### src/rtl/tmr_pkg.sv
package tmr_pkg;
  localparam int PRE_W = 3;

  typedef enum logic [1:0] {
    REG_CFG    = 2'd0,
    REG_CORE   = 2'd1,
    REG_AUX    = 2'd2,
    REG_CAPREL = 2'd3
  } tmr_reg_e;

  // packed MSB first: auxRun is bit 13, preSel occupies bits 2:0
  typedef struct packed {
    logic             auxRun;
    logic             coreRun;
    logic             clrOnCap;
    logic [1:0]       capEdge;
    logic             reloadEn;
    logic             auxSrc;
    logic             auxExtDir;
    logic             auxDown;
    logic             coreExtDir;
    logic             coreDown;
    logic [PRE_W-1:0] preSel;
  } tmr_cfg_t;

  localparam int CFG_W = $bits(tmr_cfg_t);

  typedef struct packed {
    logic tick;
    logic capEvt;
    logic wrCore;
    logic wrAux;
    logic wrCap;
  } tmr_stb_t;
endpackage

### src/rtl/tmr_ctrl.sv
module tmr_ctrl
  import tmr_pkg::*;
#(
  parameter int MIN_SHIFT = 1
) (
  input  logic             clk,
  input  logic             rstN,
  input  logic [1:0]       busAddr,
  input  logic             busWrEn,
  input  logic [CFG_W-1:0] cfgWdata,
  input  logic             capIn,
  output tmr_cfg_t         cfg,
  output tmr_stb_t         stb
);
  localparam int PCW = MIN_SHIFT + (1 << PRE_W);

  tmr_cfg_t       cfgQ;
  logic [PCW-1:0] preCnt;
  logic [PCW-1:0] preMask;
  logic [2:0]     capSh;
  logic           wrCfg;
  logic           capRise;
  logic           capFall;

  assign wrCfg = busWrEn && (busAddr == REG_CFG);

  always_ff @(posedge clk) begin
    if (!rstN)      cfgQ <= '0;
    else if (wrCfg) cfgQ <= tmr_cfg_t'(cfgWdata);
  end

  // prescaler restarts on every config write
  always_ff @(posedge clk) begin
    if (!rstN || wrCfg) preCnt <= '0;
    else                preCnt <= preCnt + 1'b1;
  end

  always_comb begin
    preMask = (PCW'(1) << (MIN_SHIFT + int'(cfgQ.preSel))) - PCW'(1);
  end

  // two-flop synchronizer plus one history stage for edge detection
  always_ff @(posedge clk) begin
    if (!rstN) capSh <= '0;
    else       capSh <= {capSh[1:0], capIn};
  end

  assign capRise = capSh[1] & ~capSh[2];
  assign capFall = ~capSh[1] & capSh[2];

  always_comb begin
    cfg        = cfgQ;
    stb.tick   = ((preCnt & preMask) == preMask);
    stb.capEvt = (capRise & cfgQ.capEdge[0]) | (capFall & cfgQ.capEdge[1]);
    stb.wrCore = busWrEn && (busAddr == REG_CORE);
    stb.wrAux  = busWrEn && (busAddr == REG_AUX);
    stb.wrCap  = busWrEn && (busAddr == REG_CAPREL);
  end

  generate
    if (MIN_SHIFT > 0) begin : g_tickGap
      assert_tick_gap_R2: assert property (@(posedge clk) disable iff (!rstN)
        (stb.tick && !wrCfg) |=> !stb.tick);
    end
  endgenerate
endmodule

### src/rtl/tmr_dp.sv
module tmr_dp
  import tmr_pkg::*;
#(
  parameter int TW = 16
) (
  input  logic          clk,
  input  logic          rstN,
  input  tmr_cfg_t      cfg,
  input  tmr_stb_t      stb,
  input  logic [TW-1:0] busWdata,
  input  logic          coreUdIn,
  input  logic          auxUdIn,
  output logic [TW-1:0] coreQ,
  output logic [TW-1:0] auxQ,
  output logic [TW-1:0] capQ,
  output logic          togOut,
  output logic          coreIrq,
  output logic          capIrq
);
  logic coreDn;
  logic auxDn;
  logic coreStep;
  logic coreEvt;
  logic auxStep;

  assign coreDn   = cfg.coreExtDir ? coreUdIn : cfg.coreDown;
  assign auxDn    = cfg.auxExtDir ? auxUdIn : cfg.auxDown;
  assign coreStep = stb.tick & cfg.coreRun;
  assign coreEvt  = coreStep & (coreDn ? (coreQ == '0) : (coreQ == '1));
  assign auxStep  = cfg.auxRun & (cfg.auxSrc ? coreEvt : stb.tick);

  always_ff @(posedge clk) begin
    if (!rstN)                        coreQ <= '0;
    else if (stb.wrCore)              coreQ <= busWdata;
    else if (coreEvt && cfg.reloadEn) coreQ <= capQ;
    else if (coreStep)                coreQ <= coreDn ? coreQ - 1'b1 : coreQ + 1'b1;
  end

  always_ff @(posedge clk) begin
    if (!rstN)                          auxQ <= '0;
    else if (stb.wrAux)                 auxQ <= busWdata;
    else if (stb.capEvt && cfg.clrOnCap) auxQ <= '0;
    else if (auxStep)                   auxQ <= auxDn ? auxQ - 1'b1 : auxQ + 1'b1;
  end

  always_ff @(posedge clk) begin
    if (!rstN)           capQ <= '0;
    else if (stb.wrCap)  capQ <= busWdata;
    else if (stb.capEvt) capQ <= auxQ;
  end

  always_ff @(posedge clk) begin
    if (!rstN) begin
      togOut  <= 1'b0;
      coreIrq <= 1'b0;
      capIrq  <= 1'b0;
    end else begin
      if (coreEvt) togOut <= ~togOut;
      coreIrq <= coreEvt;
      capIrq  <= stb.capEvt;
    end
  end

  assert_up_step_R2: assert property (@(posedge clk) disable iff (!rstN)
    (coreStep && !stb.wrCore && !coreDn && !coreEvt) |=> coreQ == $past(coreQ) + 1'b1);

  assert_irq_toggle_R4: assert property (@(posedge clk) disable iff (!rstN)
    coreIrq |-> togOut != $past(togOut));

  assert_reload_old_R11: assert property (@(posedge clk) disable iff (!rstN)
    (coreEvt && cfg.reloadEn && !stb.wrCore) |=> coreQ == $past(capQ));

  assert_capture_R7: assert property (@(posedge clk) disable iff (!rstN)
    (stb.capEvt && !stb.wrCap) |=> capQ == $past(auxQ));

  assert_clear_R8: assert property (@(posedge clk) disable iff (!rstN)
    (stb.capEvt && cfg.clrOnCap && !stb.wrAux) |=> auxQ == '0);
endmodule

### src/rtl/tmr_pair_caprel.sv
module tmr_pair_caprel
  import tmr_pkg::*;
#(
  parameter int TW        = 16,
  parameter int MIN_SHIFT = 1
) (
  input  logic          clk,
  input  logic          rstN,
  input  logic [1:0]    busAddr,
  input  logic          busWrEn,
  input  logic [TW-1:0] busWdata,
  output logic [TW-1:0] busRdata,
  input  logic          coreUdIn,
  input  logic          auxUdIn,
  input  logic          capIn,
  output logic          togOut,
  output logic          coreIrq,
  output logic          capIrq
);
  tmr_cfg_t      cfg;
  tmr_stb_t      stb;
  logic [TW-1:0] coreQ;
  logic [TW-1:0] auxQ;
  logic [TW-1:0] capQ;

  tmr_ctrl #(.MIN_SHIFT(MIN_SHIFT)) ctrl_i (
    .clk(clk), .rstN(rstN), .busAddr(busAddr), .busWrEn(busWrEn),
    .cfgWdata(busWdata[CFG_W-1:0]), .capIn(capIn), .cfg(cfg), .stb(stb)
  );

  tmr_dp #(.TW(TW)) dp_i (
    .clk(clk), .rstN(rstN), .cfg(cfg), .stb(stb), .busWdata(busWdata),
    .coreUdIn(coreUdIn), .auxUdIn(auxUdIn), .coreQ(coreQ), .auxQ(auxQ),
    .capQ(capQ), .togOut(togOut), .coreIrq(coreIrq), .capIrq(capIrq)
  );

  always_comb begin
    case (tmr_reg_e'(busAddr))
      REG_CFG:    busRdata = {{(TW-CFG_W){1'b0}}, cfg};
      REG_CORE:   busRdata = coreQ;
      REG_AUX:    busRdata = auxQ;
      default:    busRdata = capQ;
    endcase
  end
endmodule

### config.mk
export PLATFORM = sky130hd
export DESIGN_NAME = tmr_pair_caprel
export DESIGN_NICKNAME = d
export VERILOG_FILES = /design/src/rtl/tmr_pkg.sv /design/src/rtl/tmr_ctrl.sv /design/src/rtl/tmr_dp.sv /design/src/rtl/tmr_pair_caprel.sv
export SDC_FILE = /design/constraint.sdc
export NUM_CORES = 1
export LEC_CHECK = 0
export BUFFER_PORTS_ARGS = -buffer_cell sky130_fd_sc_hd__buf_2
export CAP_MARGIN = 20
export CORE_MARGIN = 2
export CORE_UTILIZATION = 40
export CTS_CLUSTER_DIAMETER = 40
export CTS_CLUSTER_SIZE = 16
export DETAILED_ROUTE_END_ITERATION = 8
export SLEW_MARGIN = 10
export SYNTH_ARGS = -nofsm -noshare
export SYNTH_HDL_FRONTEND = slang
export SYNTH_SLANG_ARGS = --single-unit
### constraint.sdc
create_clock -name clk -period 3.5 [get_ports clk]
set_clock_uncertainty 0.1 [all_clocks]
set_input_delay 0.7 -clock clk [delete_from_list [all_inputs] [get_ports clk]]
set_output_delay 0.7 -clock clk [all_outputs]
set_load 0.03 [all_outputs]
==> results of run 1 <==
-- worst min-delay path by stage --
stage / from / endpoint / slack [ps] / depth (start not counted)
4_1_cts: ctrl_i.capSh[0]$_SDFF_PN0_ / ctrl_i.capSh[1]$_SDFF_PN0_ / 340 / 1
6_report: ctrl_i.capSh[0]$_SDFF_PN0_ / ctrl_i.capSh[1]$_SDFF_PN0_ / 340 / 1
3_3_place_gp: ctrl_i.capSh[0]$_SDFF_PN0_ / ctrl_i.capSh[1]$_SDFF_PN0_ / 320 / 1
2_1_floorplan: ctrl_i.capSh[0]$_SDFF_PN0_ / ctrl_i.capSh[1]$_SDFF_PN0_ / 310 / 1
5_1_grt: ctrl_i.capSh[0]$_SDFF_PN0_ / ctrl_i.capSh[1]$_SDFF_PN0_ / 360 / 1
3_5_place_dp: ctrl_i.capSh[0]$_SDFF_PN0_ / ctrl_i.capSh[1]$_SDFF_PN0_ / 330 / 1
-- registers in the layout, summed over array words and instances (netlist names) --
| signal | flops |
|---|---|
| dp_i.auxQ | 16 |
| dp_i.capQ | 16 |
| dp_i.coreQ | 16 |
| ctrl_i.cfg | 14 |
| ctrl_i.preCnt | 9 |
| ctrl_i.capSh | 3 |
| dp_i.capIrq | 1 |
| dp_i.coreIrq | 1 |
| dp_i.togOut | 1 |
-- cell usage in the layout (no fill, tap or decap), drive strengths merged, types with 5 or more instances in the layout --
cell | netlist | routed
a21o | 7 | 7
buf | 13 | 59
o21ai | 39 | 39
nand3 | 21 | 21
dfxtp | 77 | 77
a21oi | 48 | 48
and3 | 8 | 8
nor4 | 6 | 6
clkbuf | 19 | 10
a221o | 5 | 5
nor3 | 13 | 13
a31oi | 8 | 8
nand4 | 9 | 9
a211oi | 19 | 19
mux2i | 21 | 21
ha | 30 | 30
inv | 12 | 12
nor2 | 58 | 58
o211ai | 5 | 5
or3 | 5 | 5
xnor2 | 17 | 17
mux4 | 14 | 14
a221oi | 9 | 9
nand2b | 5 | 5
nand2 | 70 | 70
xor2 | 17 | 17
and2 | 9 | 9
-- per-stage QoR --
| step | instances | hold WS [ps] |
|---|---|---|
| after global routing | 832 | 357 |
| after global placement | 816 | 318 |
| after floorplan | 617 | 312 |
| after CTS | 832 | 343 |
| after detailed placement | 816 | 326 |
| final | 832 | 338 |
-- kinds of logic after synthesis --
kind of cell	share of synthesized area (%)
buffers and inverters	4.00
xor gates and xnor gates	5.70
DFF	29.5
adders and majority gates	7.95
AOI/OAI and AO/OA	21.6
and+or+nand+nor	20.4
other	0.0718
muxes	10.8
-- layer usage --
layer | vias to the layer above | GRT usage [%]
li1 | 2356 | -
met1 | 2381 | 29.7
met2 | 181 | 36.6
met3 | 34 | 4.25
met4 | 0 | 7.23
met5 | - | 0
-- worst max-delay path, stage by stage, from the launching register on --
cell and delay (ps):
dfxtp_1 380, mux2i_1 260, inv_1 290, fa_1 490
a21o_1 180, a211oi_1 350, o21ai_0 220, nand4_1 180
a31oi_1 110, xor2_1 160, a221oi_1 260, nor2_1 70
-- cell type report --
class                           instances  area, sq um  share of cell area (%)
Multi-Input combinational cell        496         3480                    58.6
Timing Repair Buffer                   59          338                    5.69
Sequential cell                        77         1540                    26.0
Clock inverter                          6         87.6                    1.48
Inverter                               12         45.0                   0.759
Clock buffer                           10          229                    3.86
Tap cell                              172          215                    3.63
-- power groups by stage --
stage,clock [mW],sequential (mW),combinational [mW]
final,1.00,0.965,0.361
after detailed placement,0,0.984,0.357
after floorplan,0,0.960,0.261
after global routing,1.06,0.970,0.396
after CTS,1.01,0.965,0.360
after global placement,0,0.983,0.349
==> out/qor.yml, run 1 <==
grt_pass1_wl_um: 25000
die-area_sq_um: 14000
synthMostInstantiatedCell: "dfxtp_1"
drcViolationCount: 0
worstSetupStartpoint: "ctrl_i.cfg[6]$_SDFFE_PN0P_"
n_antenna_cell: 0
dr_wl_met2_um: 7460
p_clk_share_pct: 43.0
powerDensity_nw_per_um2: 392
clk_path_buf_depth: 2
place_congestion: 0.892
status: "completed"
fin_crit_ps: 3170
relSlewSlack_pct: 37.9
num_rows: 41
p_sw_mw: 0.641
async_flop_share_pct: 0
finalHoldViolations: 0
final_max_slew_viol_count: 0
power_leakage_nw: 2.37
comb_power_share_pct: 15.5
h-tree-depth: 3
synth_cell_types: 71
yosysTopAreaCell: "dfxtp_1"
regToRegStartpoint: "ctrl_i.cfg[6]$_SDFFE_PN0P_"
drt_pre_antenna_iters: 5
initialDrtViolationCount: 392
fin_area_sq_um: 5930
antenna_found_initial: 0
synth_edf_count: 0
synthTopCellsByCount: "dfxtp_1 (77), nand2_1 (69), nor2_1 (58), a21oi_1 (48), o21ai_0 (35)"
tightestPinTransition_ps: 932
max_freq_mhz: 315
criticalPathCategory: "reg -> reg"
finalCritPeriodShare_pct: 90.7
ir_worst_vdd_mv: 0.214
required_ps: 3630
ys_seq_area_share_pct: 29.5
clock-sinks: 77
wl_met1_um: 6730
switching_share_pct: 27.5
vias_per_cell: 5.95
r2r-end: "dp_i.auxQ[12]$_SDFFE_PN0P_"
core_area_sq_um: 12700
dp_hpwl_um: 11700
p_int_mw: 1.69
wl_per_cell_um: 18.6
highest_layer: "met4"
pin_count: 43
grt-ovfl-total: 0
fillCellCount: 1248
post_dp_cell_area_sq_um: 5620
clk_latency_ps: 340
hold_buffers: 0
cts-resized-gates: 0
rrSetupSlack_ps: 330
synth-seq-cells: 77
die_w_um: 118
critPathArrivalTime_ps: 3300
layout_setup_ws_ps: 325
grt_max_degree: 28
start_util_pct: 41.2
wirelength_um: 15500
wl_met3_um: 929
worst_setup_path_end_kind: "flip-flop"
p_seq_share_pct: 41.5
cts-root-buf: "clkbuf_16"
critPathCapture: "dp_i.auxQ[12]$_SDFFE_PN0P_"
rsz0062_at_grt: "no"
cap_viol_max_count: 0
reg2reg_depth: 11
syn-instance-count: 617
synth_fp_nets: 673
ys.flop_type: "dfxtp_1"
track_usage_pct: 22.4
synth_area_sq_um: 5230
avgSynthCellArea_sq_um: 8.47
yosysWarningCount: 0
portBuffers: 42
cts_setup_buffers: 0
setup_tns_ps: 0
cts_tree: "built"
die_h_um: 118
drive_above_1_share_pct: 16.5
utilization_pct: 46.8
p_total_mw: 2.33
postRouteAntennaNets: 0
cts.clk_slew.worst_paths_ps: 60
synthToLayoutAreaGrowth_pct: 13.6
synth_top_area_share_pct: 29.5
setup_viol: 0
cp_max_fo: 15
holdCritPathClass: "reg -> reg"
vias: 4952
pre_cts_slack_ps: 54.4
nets: 711
synth.area.top_cells: "dfxtp_1 (30%), ha_1 (7.2%), mux4_2 (6.0%)"
grt_pass1_vias: 4835
numCtsBuffers: 9
start_kind: "flip-flop"
Note: power is estimated with default switching activity, not from simulation.
==> inputs of run 2 (changes only) <==
--- a/config.mk
+++ b/config.mk
@@ -7,7 +7,6 @@
 export LEC_CHECK = 0
 export BUFFER_PORTS_ARGS = -buffer_cell sky130_fd_sc_hd__buf_2
 export CAP_MARGIN = 20
-export CORE_MARGIN = 2
 export CORE_UTILIZATION = 40
 export CTS_CLUSTER_DIAMETER = 40
 export CTS_CLUSTER_SIZE = 16
==> run 2 against run 1 <==
Effect of this change: via count is 1.8% lower; register-to-register slack better by 60 ps; sequential share of layout area is 0.22 points higher; sequential power hardly changed; wire length is 0.16% lower; critical path depth stayed put; power is 5.6% lower; fmax is 2.1% higher; critical path type unchanged; critical endpoint unchanged; largest power group is now sequential cells; highest routed layer unchanged.
==> out/qor.yml, run 2 (same netlist as run 1, synthesis figures left out) <==
h-tree-depth: 3  # unchanged
drive_above_1_share_pct: 16.3  # -0.25 points
p_clk_share_pct: 39.6  # -3.4 points
grt_max_degree: 28  # unchanged
wl_per_cell_um: 18.6  # about the same
worst_setup_path_end_kind: "flip-flop"
max_freq_mhz: 321  # +2.1%
placed_cells: 816  # unchanged
critPathArrivalTime_ps: 3250  # -50 ps
p_sw_mw: 0.626  # -2.3%
pre_cts_slack_ps: 91.9  # +37.5 ps
core_area_sq_um: 12700  # unchanged
portBuffers: 42  # unchanged
relSlewSlack_pct: 40.1  # +2.2 points
die_w_um: 116  # -1.7%
n_antenna_cell: 0  # unchanged
powerDensity_nw_per_um2: 373  # -4.8%
pin_count: 43  # unchanged
power_leakage_nw: 2.35  # -0.93%
tightestPinTransition_ps: 898  # -33.6 ps
dp_hpwl_um: 11700  # -0.53%
cp_max_fo: 15  # unchanged
fin_area_sq_um: 5880  # -0.84%
layout.cells.most_common_list: "dfxtp_1 (77), nand2_1 (69), nor2_1 (58)"
start_kind: "flip-flop"
reg_top3: "dp_i.auxQ (16), dp_i.capQ (16), dp_i.coreQ (16)"
grt_pass1_vias: 4693  # -2.9%
p_seq_share_pct: 44.0  # +2.5 points
rsz0062_at_grt: "no"
grt-ovfl-total: 0  # unchanged
setup_viol: 0  # unchanged
comb_power_share_pct: 16.4  # +0.9 points
fin_crit_ps: 3110  # -63.9 ps
layout_setup_ws_ps: 389  # +63.9 ps
final_common_cell: "dfxtp_1"
finalCritPeriodShare_pct: 88.9  # -1.8 points
cts.clk_slew.worst_paths_ps: 60  # about the same
setup_tns_ps: 0  # unchanged
synthToLayoutAreaGrowth_pct: 12.6
track_usage_pct: 24.2  # +1.8 points
wirelength_um: 15400  # -0.16%
p_int_mw: 1.57  # -6.9%
clock-sinks: 77  # unchanged
required_ps: 3640  # about the same
antenna_found_initial: 0  # unchanged
cts_tree: "built"
switching_share_pct: 28.5  # +0.96 points
clk_path_buf_depth: 2  # unchanged
hold_buffers: 0  # unchanged
start_util_pct: 41.2  # unchanged
initialDrtViolationCount: 356  # -9.2%
final_cells: 830  # -0.24%
cap_viol_max_count: 0  # unchanged
place_congestion: 0.908  # +1.8%
holdCritPathClass: "reg -> reg"
cts-resized-gates: 0  # unchanged
die_h_um: 116  # -1.7%
clk_latency_ps: 350  # about the same
drcViolationCount: 0  # unchanged
nets: 711  # unchanged
drt_pre_antenna_iters: 5  # unchanged
grt_pass1_wl_um: 24800  # -1.2%
vias: 4865  # -1.8%
ir_worst_vdd_mv: 0.238  # +11%
vias_per_cell: 5.86  # -1.5%
die-area_sq_um: 13500  # -3.4%
postRouteAntennaNets: 0  # unchanged
post_dp_cell_area_sq_um: 5620  # unchanged
status: "completed"
final_max_slew_viol_count: 0  # unchanged
cts-root-buf: "clkbuf_16"
numCtsBuffers: 9  # unchanged
criticalPathCategory: "reg -> reg"
finalHoldViolations: 0  # unchanged
cts_setup_buffers: 0  # unchanged
num_rows: 41  # unchanged
[run 2: changes by cell type in the layout (fill, tap and decap cells not counted)]
cell,delta
bufinv_16,-2
clkbuf_8,+2
clkinv_4,-2
[run 2: critical path: stages (launching register included)]
cell      delay (ps)
dfxtp_1          380
mux2i_1          250
inv_1            310
fa_1             500
a21o_1           190
a211oi_1         290
o21ai_0          200
nand4_1          170
a31oi_1          100
xor2_1           160
a221oi_1         270
nor2_1            80
[run 2: path summary, 6_finish.rpt]
kind                                                  from                    endpoint  slack, ps  cells past startpoint
worst max register to register  ctrl_i.cfg[6]$_SDFFE_PN0P_  dp_i.auxQ[12]$_SDFFE_PN0P_        390                     11
worst min-delay path            ctrl_i.capSh[0]$_SDFF_PN0_  ctrl_i.capSh[1]$_SDFF_PN0_        330                      1
worst max-delay path            ctrl_i.cfg[6]$_SDFFE_PN0P_  dp_i.auxQ[12]$_SDFFE_PN0P_        390                     11
worst min register to register  ctrl_i.capSh[0]$_SDFF_PN0_  ctrl_i.capSh[1]$_SDFF_PN0_        330                      1
[run 2: final cells by class]
type / count / area, sq um
timing repair buffer: 59 / 338
multi-input combinational: 496 / 3480
fill: 1232 / 6790
inverter: 12 / 45.0
clock inverter: 2 / 10.0
sequential: 77 / 1540
tap: 172 / 215
clock buffer: 12 / 256
[run 2: power groups by stage]
stage | clock network [mW] | logic, mW | registers [mW]
global route | 0.925 | 0.395 | 0.970
CTS | 0.881 | 0.359 | 0.965
finish | 0.871 | 0.360 | 0.966
floorplan | 0 | 0.261 | 0.960
detailed placement | 0 | 0.356 | 0.984
global placement | 0 | 0.348 | 0.983
[run 2: layer usage]
layer	GRT usage, %	wire [um]	share of wire [%]
met4	8.89	420	2.7
met5	0	0	0
met1	32.1	6970	45
met3	5.35	845	5.5
met2	38.6	7200	47
[run 2: per-stage QoR]
step                      hold slack [ps]  power (mW)  utilization [%]
after floorplan                       312        1.22                -
after global placement                318        1.33             44.3
after detailed placement              319        1.34             44.3
after CTS                             333        2.20             46.4
after global routing                  358        2.29             46.4
final                                 332        2.20             46.4
==> inputs of run 3 (changes only) <==
--- a/config.mk
+++ b/config.mk
@@ -11,6 +11,7 @@
 export CTS_CLUSTER_DIAMETER = 40
 export CTS_CLUSTER_SIZE = 16
 export DETAILED_ROUTE_END_ITERATION = 8
+export PLACE_DENSITY_LB_ADDON = 0.08
 export SLEW_MARGIN = 10
 export SYNTH_ARGS = -nofsm -noshare
 export SYNTH_HDL_FRONTEND = slang
==> run 3 against run 2 <==
Effect of this change: global-route usage grew 0.96 points; worst setup slack better by 47 ps; flip-flop and latch count unchanged.
==> out/qor.yml, run 3 (same netlist as run 1, synthesis figures left out) <==
cts.clk_slew.worst_paths_ps: 60  # about the same
start_util_pct: 41.2  # unchanged
final_cells: 831  # +0.12%
n_antenna_cell: 0  # unchanged
clock-sinks: 77  # unchanged
vias: 4843  # -0.45%
place_congestion: 0.819  # -9.8%
vias_per_cell: 5.83  # -0.57%
fin_area_sq_um: 5910  # +0.38%
numCtsBuffers: 9  # unchanged
layout_setup_ws_ps: 436  # +46.5 ps
start_kind: "flip-flop"
die_w_um: 116  # unchanged
drive_above_1_share_pct: 16.2  # -0.025 points
cts-root-buf: "clkbuf_16"
postRouteAntennaNets: 0  # unchanged
status: "completed"
dp_hpwl_um: 11800  # +1.4%
worst_setup_path_end_kind: "flip-flop"
layout.cells.most_common_list: "dfxtp_1 (77), nand2_1 (69), nor2_1 (58)"
fin_crit_ps: 3060  # -46.5 ps
core_area_sq_um: 12700  # unchanged
relSlewSlack_pct: 51.3  # +11 points
powerDensity_nw_per_um2: 382  # +2.3%
grt_pass1_vias: 4626  # -1.4%
power_leakage_nw: 2.36  # +0.52%
die_h_um: 116  # unchanged
final_common_cell: "dfxtp_1"
max_freq_mhz: 326  # +1.5%
setup_viol: 0  # unchanged
grt_pass1_wl_um: 25400  # +2.4%
drcViolationCount: 0  # unchanged
utilization_pct: 46.6  # +0.18 points
required_ps: 3630  # about the same
antenna_found_initial: 0  # unchanged
tightestPinTransition_ps: 729  # -169 ps
initialDrtViolationCount: 338  # -5.1%
pin_count: 43  # unchanged
cts_setup_buffers: 0  # unchanged
post_dp_cell_area_sq_um: 5630  # +0.13%
finalHoldViolations: 0  # unchanged
nets: 712  # +0.14%
holdWs_ps: 336  # +4.30 ps
p_total_mw: 2.26  # +2.7%
synthToLayoutAreaGrowth_pct: 13.1
holdCritPathClass: "reg -> reg"
cts-resized-gates: 0  # unchanged
final_max_slew_viol_count: 0  # unchanged
cts_tree: "built"
drt_pre_antenna_iters: 4  # -1
h-tree-depth: 3  # unchanged
hold_buffers: 0  # unchanged
ir_worst_vdd_mv: 0.290  # +22%
critPathArrivalTime_ps: 3200  # -50 ps
grt_max_degree: 33  # +18%
clk_latency_ps: 350  # about the same
wl_per_cell_um: 19.2  # +3.3%
criticalPathCategory: "reg -> reg"
setup_tns_ps: 0  # unchanged
cap_viol_max_count: 0  # unchanged
wirelength_um: 16000  # +3.4%
track_usage_pct: 25.2  # +0.96 points
portBuffers: 42  # unchanged
pre_cts_slack_ps: 127  # +35.3 ps
reg_top3: "dp_i.auxQ (16), dp_i.capQ (16), dp_i.coreQ (16)"
num_rows: 41  # unchanged
placed_cells: 817  # +0.12%
die-area_sq_um: 13500  # unchanged
grt-ovfl-total: 0  # unchanged
clk_path_buf_depth: 2  # unchanged
finalCritPeriodShare_pct: 87.5  # -1.3 points
cp_max_fo: 8  # -7
rsz0062_at_grt: "no"
## run 3: final cells by class
type / count / area (sq um)
Clock inverter: 2 / 35.0
Tap cell: 172 / 215
Inverter: 12 / 45.0
Fill cell: 1274 / 6760
Sequential cell: 77 / 1540
Timing Repair Buffer: 60 / 345
Multi-Input combinational cell: 496 / 3480
Clock buffer: 12 / 246
## run 3: layer usage
layer | wire length [um] | track usage [%] | up-vias
li1 | - | - | 2366
met3 | 959 | 4.98 | 15
met5 | 0 | 0 | -
met2 | 7570 | 41.7 | 162
met1 | 7240 | 33.4 | 2300
met4 | 192 | 6.50 | 0
## run 3: worst max-delay path, stage by stage (launching register included)
cell and delay, ps:
dfxtp_1 380, mux2i_1 250, inv_1 200, fa_1 440
a21o_1 190, a211oi_1 360, o21ai_0 230, nand4_1 180
a31oi_1 120, xor2_1 160, a221oi_1 270, nor2_1 80
## run 3: power by group
part	switching [mW]	internal (mW)
clock network	0.367	0.563
logic	0.214	0.147
registers	0.0507	0.914
## run 3: path summary, 6_finish.rpt
| path | startpoint | to | slack, ps | depth (start not counted) |
|---|---|---|---|---|
| max | ctrl_i.cfg[6]$_SDFFE_PN0P_ | dp_i.auxQ[12]$_SDFFE_PN0P_ | 440 | 11 |
| min | ctrl_i.capSh[0]$_SDFF_PN0_ | ctrl_i.capSh[1]$_SDFF_PN0_ | 340 | 1 |
| max reg2reg | ctrl_i.cfg[6]$_SDFFE_PN0P_ | dp_i.auxQ[12]$_SDFFE_PN0P_ | 440 | 11 |
| min reg2reg | ctrl_i.capSh[0]$_SDFF_PN0_ | ctrl_i.capSh[1]$_SDFF_PN0_ | 340 | 1 |
